File: src/rtl/urx_pkg.sv
package urx_pkg;
  typedef struct packed {
    logic       brk;
    logic       frm;
    logic       par;
    logic [7:0] data;
  } urx_entry_t;

  localparam int ENTRY_W = $bits(urx_entry_t);

  function automatic logic [4:0] trig_level(input logic [1:0] code);
    case (code)
      2'd0:    trig_level = 5'd1;
      2'd1:    trig_level = 5'd4;
      2'd2:    trig_level = 5'd8;
      default: trig_level = 5'd14;
    endcase
  endfunction
endpackage

File: src/rtl/urx_deser.sv
module urx_deser
  import urx_pkg::*;
#(
  parameter int OSR = 16
) (
  input  logic       clk,
  input  logic       rst,
  input  logic       tick,
  input  logic       line,
  input  logic [1:0] word_len,
  input  logic       par_en,
  input  logic       par_even,
  input  logic       par_stick,
  output logic       push_o,
  output urx_entry_t entry_o
);
  localparam int CNTW = $clog2(OSR);
  localparam int HALF = OSR / 2;

  typedef enum logic [2:0] {S_IDLE, S_START, S_DATA, S_PAR, S_STOP, S_BRK} st_t;
  st_t             st;
  logic [CNTW-1:0] cnt;
  logic [2:0]      idx;
  logic [7:0]      dat;
  logic            pbit;
  logic            exp_par;
  logic            last_idx;
  logic            at_bit;

  always_comb begin
    if (par_stick) exp_par = ~par_even;
    else           exp_par = par_even ? ^dat : ~^dat;
    last_idx = (idx == ({1'b0, word_len} + 3'd4));
    at_bit   = (cnt == CNTW'(OSR - 1));
  end

  always_ff @(posedge clk) begin
    push_o <= 1'b0;
    if (rst) begin
      st      <= S_IDLE;
      cnt     <= '0;
      idx     <= '0;
      dat     <= '0;
      pbit    <= 1'b0;
      entry_o <= '0;
    end else if (tick) begin
      case (st)
        S_IDLE: if (!line) begin
          st  <= S_START;
          cnt <= '0;
        end
        S_START: begin
          if (cnt == CNTW'(HALF - 1)) begin
            cnt <= '0;
            idx <= '0;
            dat <= '0;
            st  <= line ? S_IDLE : S_DATA;
          end else cnt <= cnt + 1'b1;
        end
        S_DATA: begin
          if (at_bit) begin
            cnt      <= '0;
            dat[idx] <= line;
            if (last_idx) st <= par_en ? S_PAR : S_STOP;
            else          idx <= idx + 3'd1;
          end else cnt <= cnt + 1'b1;
        end
        S_PAR: begin
          if (at_bit) begin
            cnt  <= '0;
            pbit <= line;
            st   <= S_STOP;
          end else cnt <= cnt + 1'b1;
        end
        S_STOP: begin
          if (at_bit) begin
            cnt          <= '0;
            push_o       <= 1'b1;
            entry_o.data <= dat;
            entry_o.par  <= par_en && (pbit != exp_par);
            entry_o.frm  <= 1'b0;
            entry_o.brk  <= 1'b0;
            if (line) begin
              st <= S_IDLE;
            end else if (dat == 8'd0 && !(par_en && pbit)) begin
              entry_o.par <= 1'b0;
              entry_o.brk <= 1'b1;
              st          <= S_BRK;
            end else begin
              entry_o.frm <= 1'b1;
              idx         <= '0;
              dat         <= '0;
              st          <= S_DATA;
            end
          end else cnt <= cnt + 1'b1;
        end
        S_BRK: if (line) st <= S_IDLE;
        default: st <= S_IDLE;
      endcase
    end
  end
endmodule

File: src/rtl/urx_fifo.sv
module urx_fifo #(
  parameter int DEPTH = 16,
  parameter int W     = 11
) (
  input  logic                       clk,
  input  logic                       rst,
  input  logic                       clr,
  input  logic                       wr_en,
  input  logic [W-1:0]               wdata,
  input  logic                       rd_en,
  output logic [W-1:0]               rdata,
  output logic [$clog2(DEPTH+1)-1:0] count,
  output logic                       fresh
);
  localparam int AW = $clog2(DEPTH);
  localparam int CW = $clog2(DEPTH + 1);

  logic [W-1:0]  mem [DEPTH];
  logic [AW-1:0] wp, rp;

  always_ff @(posedge clk) begin
    if (wr_en) mem[wp] <= wdata;
  end

  assign rdata = mem[rp];

  always_ff @(posedge clk) begin
    if (rst || clr) begin
      wp    <= '0;
      rp    <= '0;
      count <= '0;
      fresh <= 1'b0;
    end else begin
      if (wr_en) wp <= wp + 1'b1;
      if (rd_en) rp <= rp + 1'b1;
      count <= count + CW'(wr_en) - CW'(rd_en);
      fresh <= (wr_en && (count == '0 || (rd_en && count == CW'(1))))
            || (rd_en && count > CW'(1));
    end
  end
endmodule

File: src/rtl/uart_rx_core.sv
module uart_rx_core
  import urx_pkg::*;
#(
  parameter int OSR   = 16,
  parameter int DEPTH = 16
) (
  input  logic       clk,
  input  logic       rst,
  input  logic       tick,
  input  logic       serial_in,
  input  logic       loop_in,
  input  logic       loop_en,
  input  logic [1:0] word_len,
  input  logic       par_en,
  input  logic       par_even,
  input  logic       par_stick,
  input  logic [1:0] trig_code,
  input  logic       rd_data_strobe,
  input  logic       rd_status_strobe,
  input  logic       fifo_clear,
  output logic [7:0] rd_data,
  output logic       stat_ready,
  output logic       stat_overrun,
  output logic       stat_parity,
  output logic       stat_frame,
  output logic       stat_break,
  output logic       stat_fifo_err,
  output logic       trig_hit
);
  localparam int CW = $clog2(DEPTH + 1);

  logic [1:0]    sync_q;
  logic          d_push;
  urx_entry_t    d_entry;
  urx_entry_t    head;
  logic [CW-1:0] count;
  logic          fresh;
  logic          full, wr_ok, rd_ok, ovr_set;
  logic [CW-1:0] err_cnt;
  logic          w_flag, h_flag;

  always_ff @(posedge clk) begin
    if (rst) sync_q <= 2'b11;
    else     sync_q <= {sync_q[0], loop_en ? loop_in : serial_in};
  end

  urx_deser #(.OSR(OSR)) u_deser (
    .clk(clk), .rst(rst), .tick(tick), .line(sync_q[1]),
    .word_len(word_len), .par_en(par_en), .par_even(par_even),
    .par_stick(par_stick), .push_o(d_push), .entry_o(d_entry)
  );

  always_comb begin
    full    = (count == CW'(DEPTH));
    wr_ok   = d_push && !full && !fifo_clear;
    rd_ok   = rd_data_strobe && count != '0 && !fifo_clear;
    ovr_set = d_push && full && !fifo_clear;
    w_flag  = d_entry.par | d_entry.frm | d_entry.brk;
    h_flag  = head.par | head.frm | head.brk;
  end

  urx_fifo #(.DEPTH(DEPTH), .W(ENTRY_W)) u_fifo (
    .clk(clk), .rst(rst), .clr(fifo_clear), .wr_en(wr_ok), .wdata(d_entry),
    .rd_en(rd_ok), .rdata(head), .count(count), .fresh(fresh)
  );

  always_ff @(posedge clk) begin
    if (rst || fifo_clear) err_cnt <= '0;
    else err_cnt <= err_cnt + CW'(wr_ok && w_flag) - CW'(rd_ok && h_flag);
  end

  always_ff @(posedge clk) begin
    if (rst) begin
      stat_overrun  <= 1'b0;
      stat_parity   <= 1'b0;
      stat_frame    <= 1'b0;
      stat_break    <= 1'b0;
      stat_fifo_err <= 1'b0;
    end else begin
      stat_overrun  <= (stat_overrun & ~rd_status_strobe) | ovr_set;
      stat_parity   <= (stat_parity  & ~rd_status_strobe) | (fresh & head.par);
      stat_frame    <= (stat_frame   & ~rd_status_strobe) | (fresh & head.frm);
      stat_break    <= (stat_break   & ~rd_status_strobe) | (fresh & head.brk);
      stat_fifo_err <= (err_cnt != '0) | (stat_fifo_err & ~rd_status_strobe);
    end
  end

  assign rd_data    = head.data;
  assign stat_ready = (count != '0);
  assign trig_hit   = (count >= CW'(trig_level(trig_code)));
endmodule

File: config.mk
export PLATFORM = sky130hd
export DESIGN_NAME = uart_rx_core
export DESIGN_NICKNAME = d
export VERILOG_FILES = /design/src/rtl/urx_pkg.sv /design/src/rtl/urx_deser.sv /design/src/rtl/urx_fifo.sv /design/src/rtl/uart_rx_core.sv
export SDC_FILE = /design/constraint.sdc
export NUM_CORES = 1
export LEC_CHECK = 0
export ABC_AREA = 0
export BUFFER_PORTS_ARGS = -buffer_cell sky130_fd_sc_hd__buf_4
export CORE_MARGIN = 2
export CORE_UTILIZATION = 42
export CTS_BUF_LIST = sky130_fd_sc_hd__clkbuf_4 sky130_fd_sc_hd__clkbuf_8
export DETAILED_ROUTE_END_ITERATION = 10
export GPL_TIMING_DRIVEN = 0
export PLACE_DENSITY = 0.69
export SETUP_SLACK_MARGIN = 0.3
export SLEW_MARGIN = 20
export SYNTH_ARGS = -nofsm -noshare
export SYNTH_HDL_FRONTEND = slang
export SYNTH_SLANG_ARGS = --single-unit
File: constraint.sdc
create_clock -name clk -period 4.85 [get_ports clk]
set_input_delay 1.455 -clock clk [delete_from_list [all_inputs] [get_ports clk]]
set_output_delay 1.455 -clock clk [all_outputs]
set_load 0.01 [all_outputs]
Word-level counts from Yosys, hierarchy flattened
Memories as Yosys holds them, arrays and structs flattened. A register that Yosys moved wholly into a read port is not among the register bits.
Index checks and enable logic that the tools add are counted.
{"block": "totals", "reg_bits": 57, "elab_cells": 163, "ram_bits": 176, "out_inout_bits": 15, "mem_count": 1, "input_bits": 16}
{"name": "u_fifo.mem", "words": 16, "width": 11, "read_ports": 1, "rd_clocked_by_memory_dff": 1, "write_ports": 1, "line": "urx_fifo.sv:18", "source": "logic [W-1:0] mem [DEPTH];"}
{"block": "op_classes", "reduce_logical": 39, "bitwise": 21, "n_eq_ne": 23, "order_cmp": 4, "muxes": 45, "n_addsub": 9}
{"op": "$mux 3", "count": 17}
{"op": "$mux 8", "count": 5}
{"op": "$pmux 4 s3", "count": 2}
{"op": "$pmux 8 s3", "count": 1}
{"op": "$mux 4", "count": 5}
{"op": "$pmux 3 s6", "count": 1}
{"op": "$reduce_and 8->1", "count": 2}
{"op": "$logic_and 1x1->1", "count": 15}
{"op": "$add 4x1->4 const B", "count": 3}
{"op": "$add 5x1->5", "count": 2}
{"op": "$mux 1", "count": 10}
{"op": "$ne 2x1->1 const B", "count": 5}
{"op": "$ne 2x2->1 const B", "count": 5}
{"op": "$reduce_bool 5->1", "count": 2}
{"op": "$sub 5x1->5", "count": 2}
{"op": "$or 1x1->1", "count": 9}
{"op": "$pmux 3 s3", "count": 1}
{"op": "$reduce_and 3->1", "count": 3}
{"op": "$and 1x1->1", "count": 8}
{"op": "$bwmux 8", "count": 1}
{"op": "$logic_not 8->1", "count": 1}
{"op": "$reduce_xnor 8->1", "count": 1}
{"op": "$reduce_xor 8->1", "count": 1}
{"op": "$reduce_and 7->1", "count": 1}
{"op": "27 further kinds", "count": 38}

Logic depth before layout (Yosys ltp)
Gate-level depths: netlist (run 1).
{"block": "logic_depth", "depth_word": 7, "depth_mapped": 16, "ltp_nobuf": 15}

Modules after synthesis
Synthesis (run 1) repeated with hierarchy kept, for this count alone.
{"block": "hier_totals", "cells_unflattened": 681, "hier_area_um2": 10166.0}
{"mod": "urx_fifo", "area_per_inst_um2": 7697.4, "seq_area_each_um2": 5645.4, "cells_per_inst": 384, "instances": 1}
{"mod": "urx_deser", "area_per_inst_um2": 1739.2, "seq_area_each_um2": 620.6, "cells_per_inst": 217, "instances": 1}
{"mod": "uart_rx_core", "area_per_inst_um2": 729.4, "seq_area_each_um2": 240.2, "cells_per_inst": 80, "instances": 1}

Worst setup path after synthesis (run 1)
Ideal clock, no wire load.
{"block": "synth_path", "path_type": "input-to-output", "start": "input trig_code[0]", "end": "output trig_hit", "required_time_ns": 3.395, "cell_stages": 7, "t_arrival_ns": 2.295, "n_path_buf": 0, "setup_slack_ns": 1.100, "cell_sequence": "nor2_1 > ha_1 > nand2b_1 > a21oi_1 > nor2b_1 > o21ai_0 > nand2_1"}
{"block": "synth_between", "elab_chain_cells": 3, "word_cells_on_any_way": 5, "cone_classes": "order compare: 1; eq/ne: 2; mux: 1; reduce/logical: 1"}
{"item": "start, declared", "line": "uart_rx_core.sv:17", "source": "input logic [1:0] trig_code,"}
{"item": "$eq 2x2->1 (tied with other cells)", "line": "urx_pkg.sv:12", "source": "case (code)"}
{"item": "$pmux 4 s3 (*)", "line": "urx_pkg.sv:12"}
{"item": "$ge 5x5->1 (*)", "line": "uart_rx_core.sv:90", "source": "assign trig_hit = (count >= CW'(trig_level(trig_code)));"}
{"item": "end, declared", "line": "uart_rx_core.sv:28", "source": "output logic trig_hit"}
Every way passes the cells marked *; elsewhere a longest branch is shown, timed or not.

==> impl_metrics.json, run 1 <==
{
  "status": "finished clean",
  "hold-path-endpoint": "sync_q[1]$_SDFF_PP1_",
  "synth_flop_cell": "edfxtp_1",
  "place_congestion": 0.814,
  "io_pins": 31,
  "hold_start": "sync_q[0]$_SDFF_PP1_",
  "detail_route.wl_per_cell_um": 17.0,
  "cp_max_fo": 10,
  "insertion_delay_ps": 550,
  "fin_crit_ps": 4340,
  "tightest_slew_ps": 1100,
  "syn_area_sq_um": 10000,
  "grt_max_degree": 19,
  "yosysUniqueCellTypes": 62,
  "grt_util_all_layers": 0.157,
  "p_int_mw": 3.23,
  "p_sw_mw": 0.965,
  "die_w_um": 159,
  "final_common_cell": "edfxtp_1",
  "nNetsFinal": 806,
  "worstPathRequired_ps": 3390,
  "antenna_cells": 0,
  "seq_area_frac_synth": 0.647,
  "rsz0062_at_grt": "no",
  "drc_errors": 0,
  "cts_hold_buf": 0,
  "drt-met1-wl_um": 8380,
  "ys_warn_count": 0,
  "critical_path.top_delay_family": "buffers and inverters",
  "dp_hpwl_um": 13000,
  "cts_tree": "built",
  "crit_buf_inv": 3,
  "r2r-end": "err_cnt[4]$_SDFF_PP0_",
  "wl_um": 18900,
  "cts.sinks": 237,
  "die_h_um": 159,
  "grt_pass1_vias": 5736,
  "p_comb_frac": 0.075,
  "fin_skew_ps": 31.0,
  "core_sq_um": 23500,
  "ys_ff_latch": 237,
  "peakVddDrop_mv": 0.138,
  "drive_gt1_frac": 0.227,
  "wl_met3_um": 834,
  "final_util": 0.490,
  "reg2regPathDepth": 16,
  "maxSlewHeadroom": 0.263,
  "grt-ovfl-total": 0,
  "area_growth_pct": 14.4,
  "setup_tns_ps": 0,
  "setup_viol": 0,
  "vias_per_cell": 5.14,
  "sw_frac_of_total": 0.230,
  "clk_pin_slew_ps": 70,
  "seqPwrFrac": 0.521,
  "cp-end-kind": "output pin",
  "num_rows": 56,
  "drv_cap": 0,
  "syn_area_per_cell_sq_um": 14.7,
  "hold_violations": 0,
  "synthArstFlopShare": 0,
  "cts_made_buffers": 40,
  "power.share.clock": 0.404,
  "htree_levels": 2,
  "finalCritPeriodShare": 0.896,
  "crit_type": "reg -> out",
  "vias": 5701,
  "place_ws_ps": 755,
  "maxSlewViolCount": 0,
  "powerDensity_nw_per_um2": 365,
  "placement.io_buffers": 29,
  "grt_first_pass_wirelength_um": 30200,
  "critPathArrivalTime_ps": 2890,
  "postCtsSetupBuffers": 0,
  "post_cts_resized": 0,
  "antenna_found_initial": 0,
  "antenna_left": 0,
  "firstDrtPassIters": 4,
  "slowest_stage": "clkbuf_1",
  "p_leak_nw": 4.23,
  "initialDrtViolationCount": 321,
  "slowest_delay_ps": 600,
  "synthCells": 684,
  "synth-edff-count": 176,
  "fmax_mhz": 230,
  "fillers": 1998,
  "final_cell_mix": "edfxtp_1 (176), dfxtp_1 (61), nor2_1 (55)",
  "start_util": 0.428,
  "fin_ws_ps": 507,
  "path_cells": "clkbuf_1 -> clkbuf_1 -> mux4_2 -> mux4_2 -> buf_4",
  "syn-num-nets": 731,
  "cts.path.max_buffers": 3,
  "holdCritPathClass": "reg -> reg",
  "maxUsedRoutingLayer": "met4",
  "reg2reg_slack_ps": 930,
  "root_buffer": "clkbuf_8",
  "startpoint_type": "register",
  "wl_met2_um": 9290,
  "die_area_sq_um": 25200,
  "hold_depth": 1
}
==> synth_stat cells, drive strengths merged (3+ instances only) <==
cell type,instances,share of area
and2,5,0.0031
dfxtp,61,0.12
nand4,6,0.0037
buf,15,0.0082
xor2,7,0.0061
nor3,11,0.0060
nor2b,12,0.0075
nand2,45,0.017
mux2i,4,0.0040
nand3b,3,0.0022
o21ai,17,0.0085
nor2,57,0.021
edfxtp,176,0.53
mux4,52,0.12
a22oi,5,0.0037
clkbuf,19,0.0071
nand3,14,0.0070
inv,33,0.012
or3,7,0.0049
xnor2,11,0.0096
nand2b,11,0.0068
a21oi,44,0.022
a311oi,3,0.0026
ha,29,0.036
==> power groups by stage <==
stage	combinational, mW	sequential [mW]	clock [mW]
after CTS	0.316	2.18	1.74
after detailed placement	0.314	2.23	0
after floorplan	0.238	2.22	0
final	0.313	2.18	1.70
after global placement	0.311	2.23	0
after global routing	0.351	2.19	1.84
==> state kept, by name, indices dropped and copies added, names as in the netlist, 2 cells and up, named ones only <==
| register | count |
|---|---|
| u_deser.st | 3 |
| u_fifo.count | 5 |
| u_deser.entry_o | 11 |
| u_fifo.rp | 4 |
| u_fifo.wp | 4 |
| u_fifo.mem | 176 |
| err_cnt | 5 |
| u_deser.dat | 8 |
| u_deser.idx | 3 |
| u_deser.cnt | 4 |
| sync_q | 2 |
==> per-stage QoR <==
step | hold slack (ps) | total power, mW | cell area (sq um) | std cells
2_1_floorplan | 389 | 2.46 | 10000 | 684
4_1_cts | 426 | 4.24 | 11500 | 1109
5_1_grt | 437 | 4.37 | 11500 | 1109
3_5_place_dp | 401 | 2.54 | 10700 | 1036
3_3_place_gp | 392 | 2.54 | 10700 | 1032
6_report | 425 | 4.19 | 11500 | 1109
==> how the worst max path moves through the flow <==
stage	startpoint	to	slack, ps	cells past startpoint
floorplan	trig_code[0]	trig_hit	1100	7
CTS	register	rd_data[5]	470	5
detailed placement	trig_code[0]	trig_hit	750	9
global route	register	rd_data[6]	420	5
finish	register	rd_data[3]	510	5
global placement	fifo_clear	u_fifo.mem[3][4]$_DFFE_PP_	380	4
==> cell families after synthesis <==
kind of cell	Yosys count	share of synthesized area
XOR/XNOR	18	0.0157
buffers and inverters	67	0.0276
AO/OA/AOI/OAI	92	0.0593
adder cells (fa/ha/maj)	31	0.0401
multiplexers	56	0.121
flip-flops	237	0.647
AND/OR/NAND/NOR	183	0.0893
==> final cells by class <==
class / instances / area (sq um) / area share
Sequential cell: 237 / 6510 / 0.566
Multi-Input combinational cell: 380 / 3290 / 0.286
Clock buffer: 50 / 632 / 0.0550
Tap cell: 319 / 399 / 0.0347
Timing Repair Buffer: 33 / 248 / 0.0216
Buffer: 34 / 154 / 0.0134
Clock inverter: 23 / 140 / 0.0122
Inverter: 33 / 124 / 0.0108
==> metal layers <==
metal / up-vias / track usage
li1: 2750 / -
met1: 2791 / 0.208
met2: 124 / 0.263
met3: 36 / 0.0253
met4: 0 / 0.0575
met5: - / 0
==> worst reg2reg max path: cells and delay by family, from the launching register on <==
kind,cells,cell delay [ps]
AOI/OAI and AO/OA,4,790
adders and majority gates,3,620
buffers and inverters,5,1110
DFF,1,300
muxes,1,420
and+or+nand+nor,3,610
No activity file was read; power rests on OpenSTA's default activity.
==> inputs of run 2 (changes only) <==
Settings changed: CORE_UTILIZATION 42 to 30, PLACE_DENSITY 0.69 to 0.55.
==> impl_metrics.json, run 2 (synthesized netlist as in run 1, its figures left out) <==
{
  "initialDrtViolationCount": 328,
  "reg2reg_slack_ps": 910,
  "multi_input_area_sq_um": 3310,
  "vias": 5684,
  "path_cells": "clkbuf_1 -> clkbuf_1 -> mux4_2 -> mux4_2 -> buf_4",
  "fin_skew_ps": 38.8,
  "antenna_left": 0,
  "grt_util_all_layers": 0.121,
  "wl_um": 20600,
  "register_area_sq_um": 6510,
  "vias_per_cell": 4.59,
  "place_ws_ps": 805,
  "nNetsFinal": 807,
  "crit_cells": 5,
  "worstPathRequired_ps": 3390,
  "numPlacedInstances": 1165,
  "detail_route.wl_per_cell_um": 16.7,
  "powerDensity_nw_per_um2": 370,
  "post_cts_resized": 1,
  "critPathArrivalTime_ps": 2960,
  "core_sq_um": 33300,
  "area_growth_pct": 16.9,
  "root_buffer": "clkbuf_8",
  "fillers": 3211,
  "place_congestion": 0.794,
  "status": "finished clean",
  "cp-end-kind": "output pin",
  "p_leak_nw": 4.27,
  "cts.path.max_buffers": 3,
  "p_int_mw": 3.37,
  "dp_hpwl_um": 14100,
  "grt-ovfl-total": 0,
  "postCtsSetupBuffers": 0,
  "die_area_sq_um": 35000,
  "rsz0062_at_grt": "no",
  "top_regs": "u_fifo.mem x176, u_deser.entry_o x11, u_deser.dat x8",
  "antenna_cells": 0,
  "fmax_mhz": 227,
  "die_h_um": 187,
  "critical_path.top_delay_family": "buffers and inverters",
  "tightest_slew_ps": 1090,
  "maxSlewViolCount": 0,
  "grt_max_degree": 19,
  "crit_buf_inv": 3,
  "final_cell_mix": "edfxtp_1 (176), dfxtp_1 (61), mux4_2 (52)",
  "holdCritPathClass": "reg -> reg",
  "p_sw_mw": 0.984,
  "final_common_cell": "edfxtp_1",
  "setup_tns_ps": 0,
  "placement.io_buffers": 29,
  "cts_made_buffers": 41,
  "maxSlewHeadroom": 0.268,
  "peakVddDrop_mv": 0.153,
  "num_rows": 67,
  "sw_frac_of_total": 0.226,
  "hold_violations": 0,
  "r2r-end": "err_cnt[4]$_SDFF_PP0_",
  "cts_tree": "built",
  "antenna_found_initial": 0,
  "setup_viol": 0,
  "final_cells": 1238,
  "drc_errors": 0,
  "slowest_stage": "clkbuf_1",
  "p_comb_frac": 0.072,
  "drive_gt1_frac": 0.241,
  "seqPwrFrac": 0.502,
  "htree_levels": 2,
  "cts.sinks": 237,
  "fin_crit_ps": 4410,
  "hold-worst-slack_ps": 410,
  "insertion_delay_ps": 560,
  "finalCritPeriodShare": 0.910,
  "crit_type": "reg -> out",
  "firstDrtPassIters": 4,
  "wl_met2_um": 10100,
  "grt_pass1_vias": 5821,
  "fin_ws_ps": 435,
  "crit_end": "rd_data[7]",
  "largest_reg_flops": 176,
  "cts_hold_buf": 0,
  "power_mw": 4.35,
  "wl_met3_um": 648,
  "grt_first_pass_wirelength_um": 33000,
  "io_pins": 31,
  "start_util": 0.302,
  "regMostFlops": "u_fifo.mem",
  "maxUsedRoutingLayer": "met4",
  "startpoint_type": "register",
  "drt-met1-wl_um": 9440,
  "reg2regPathDepth": 16,
  "power.share.clock": 0.426,
  "die_w_um": 187,
  "cp_max_fo": 10,
  "slowest_delay_ps": 610,
  "clk_pin_slew_ps": 60,
  "drv_cap": 0
}
-- run 2: cell type report --
cell class | instances | share of cell area
repair buffers | 33 | 0.0211
clock buffers | 58 | 0.0605
flip-flops and latches | 237 | 0.554
plain buffers | 34 | 0.0133
clock inverters | 15 | 0.0117
inverters | 33 | 0.0105
multi-input cells | 380 | 0.281
well taps | 448 | 0.0477
-- run 2: layer usage --
| layer | vias up | track usage |
|---|---|---|
| li1 | 2748 | - |
| met1 | 2820 | 0.159 |
| met2 | 76 | 0.203 |
| met3 | 40 | 0.0214 |
| met4 | 0 | 0.0412 |
| met5 | - | 0 |
-- run 2: worst min path at each step --
stage | from | to | slack [ps] | cells after the start
6_report | sync_q[0]$_SDFF_PP1_ | sync_q[1]$_SDFF_PP1_ | 410 | 1
5_1_grt | sync_q[0]$_SDFF_PP1_ | sync_q[1]$_SDFF_PP1_ | 450 | 1
4_1_cts | sync_q[0]$_SDFF_PP1_ | sync_q[1]$_SDFF_PP1_ | 420 | 1
3_5_place_dp | sync_q[0]$_SDFF_PP1_ | sync_q[1]$_SDFF_PP1_ | 400 | 1
3_3_place_gp | sync_q[0]$_SDFF_PP1_ | sync_q[1]$_SDFF_PP1_ | 390 | 1
2_1_floorplan | sync_q[0]$_SDFF_PP1_ | sync_q[1]$_SDFF_PP1_ | 390 | 1
-- run 2: stage by stage --
| step | cell area [sq um] | util |
|---|---|---|
| after floorplan | 10000 | - |
| after global placement | 10800 | 0.325 |
| after detailed placement | 10900 | 0.327 |
| after CTS | 11700 | 0.353 |
| after global routing | 11800 | 0.353 |
| final | 11800 | 0.353 |
-- run 2: worst reg2reg max path, stage by stage, from the launching register on --
cell and delay [ps]:
dfxtp_1 300, clkbuf_1 420, buf_1 550, mux4_2 420
a22oi_1 210, nand3_1 200, o31a_1 300, ha_1 280
inv_1 40, ha_1 190, inv_1 70, fa_1 150
inv_1 60, a21oi_1 140, nor2_1 60, or3_1 340
a21oi_1 140
-- run 2: power groups by stage --
stage	Sequential (mW)	Combinational, mW	Clock [mW]
6_report	2.18	0.314	1.85
5_1_grt	2.19	0.354	1.99
4_1_cts	2.18	0.318	1.92
3_5_place_dp	2.23	0.317	0
3_3_place_gp	2.23	0.316	0
2_1_floorplan	2.22	0.238	0
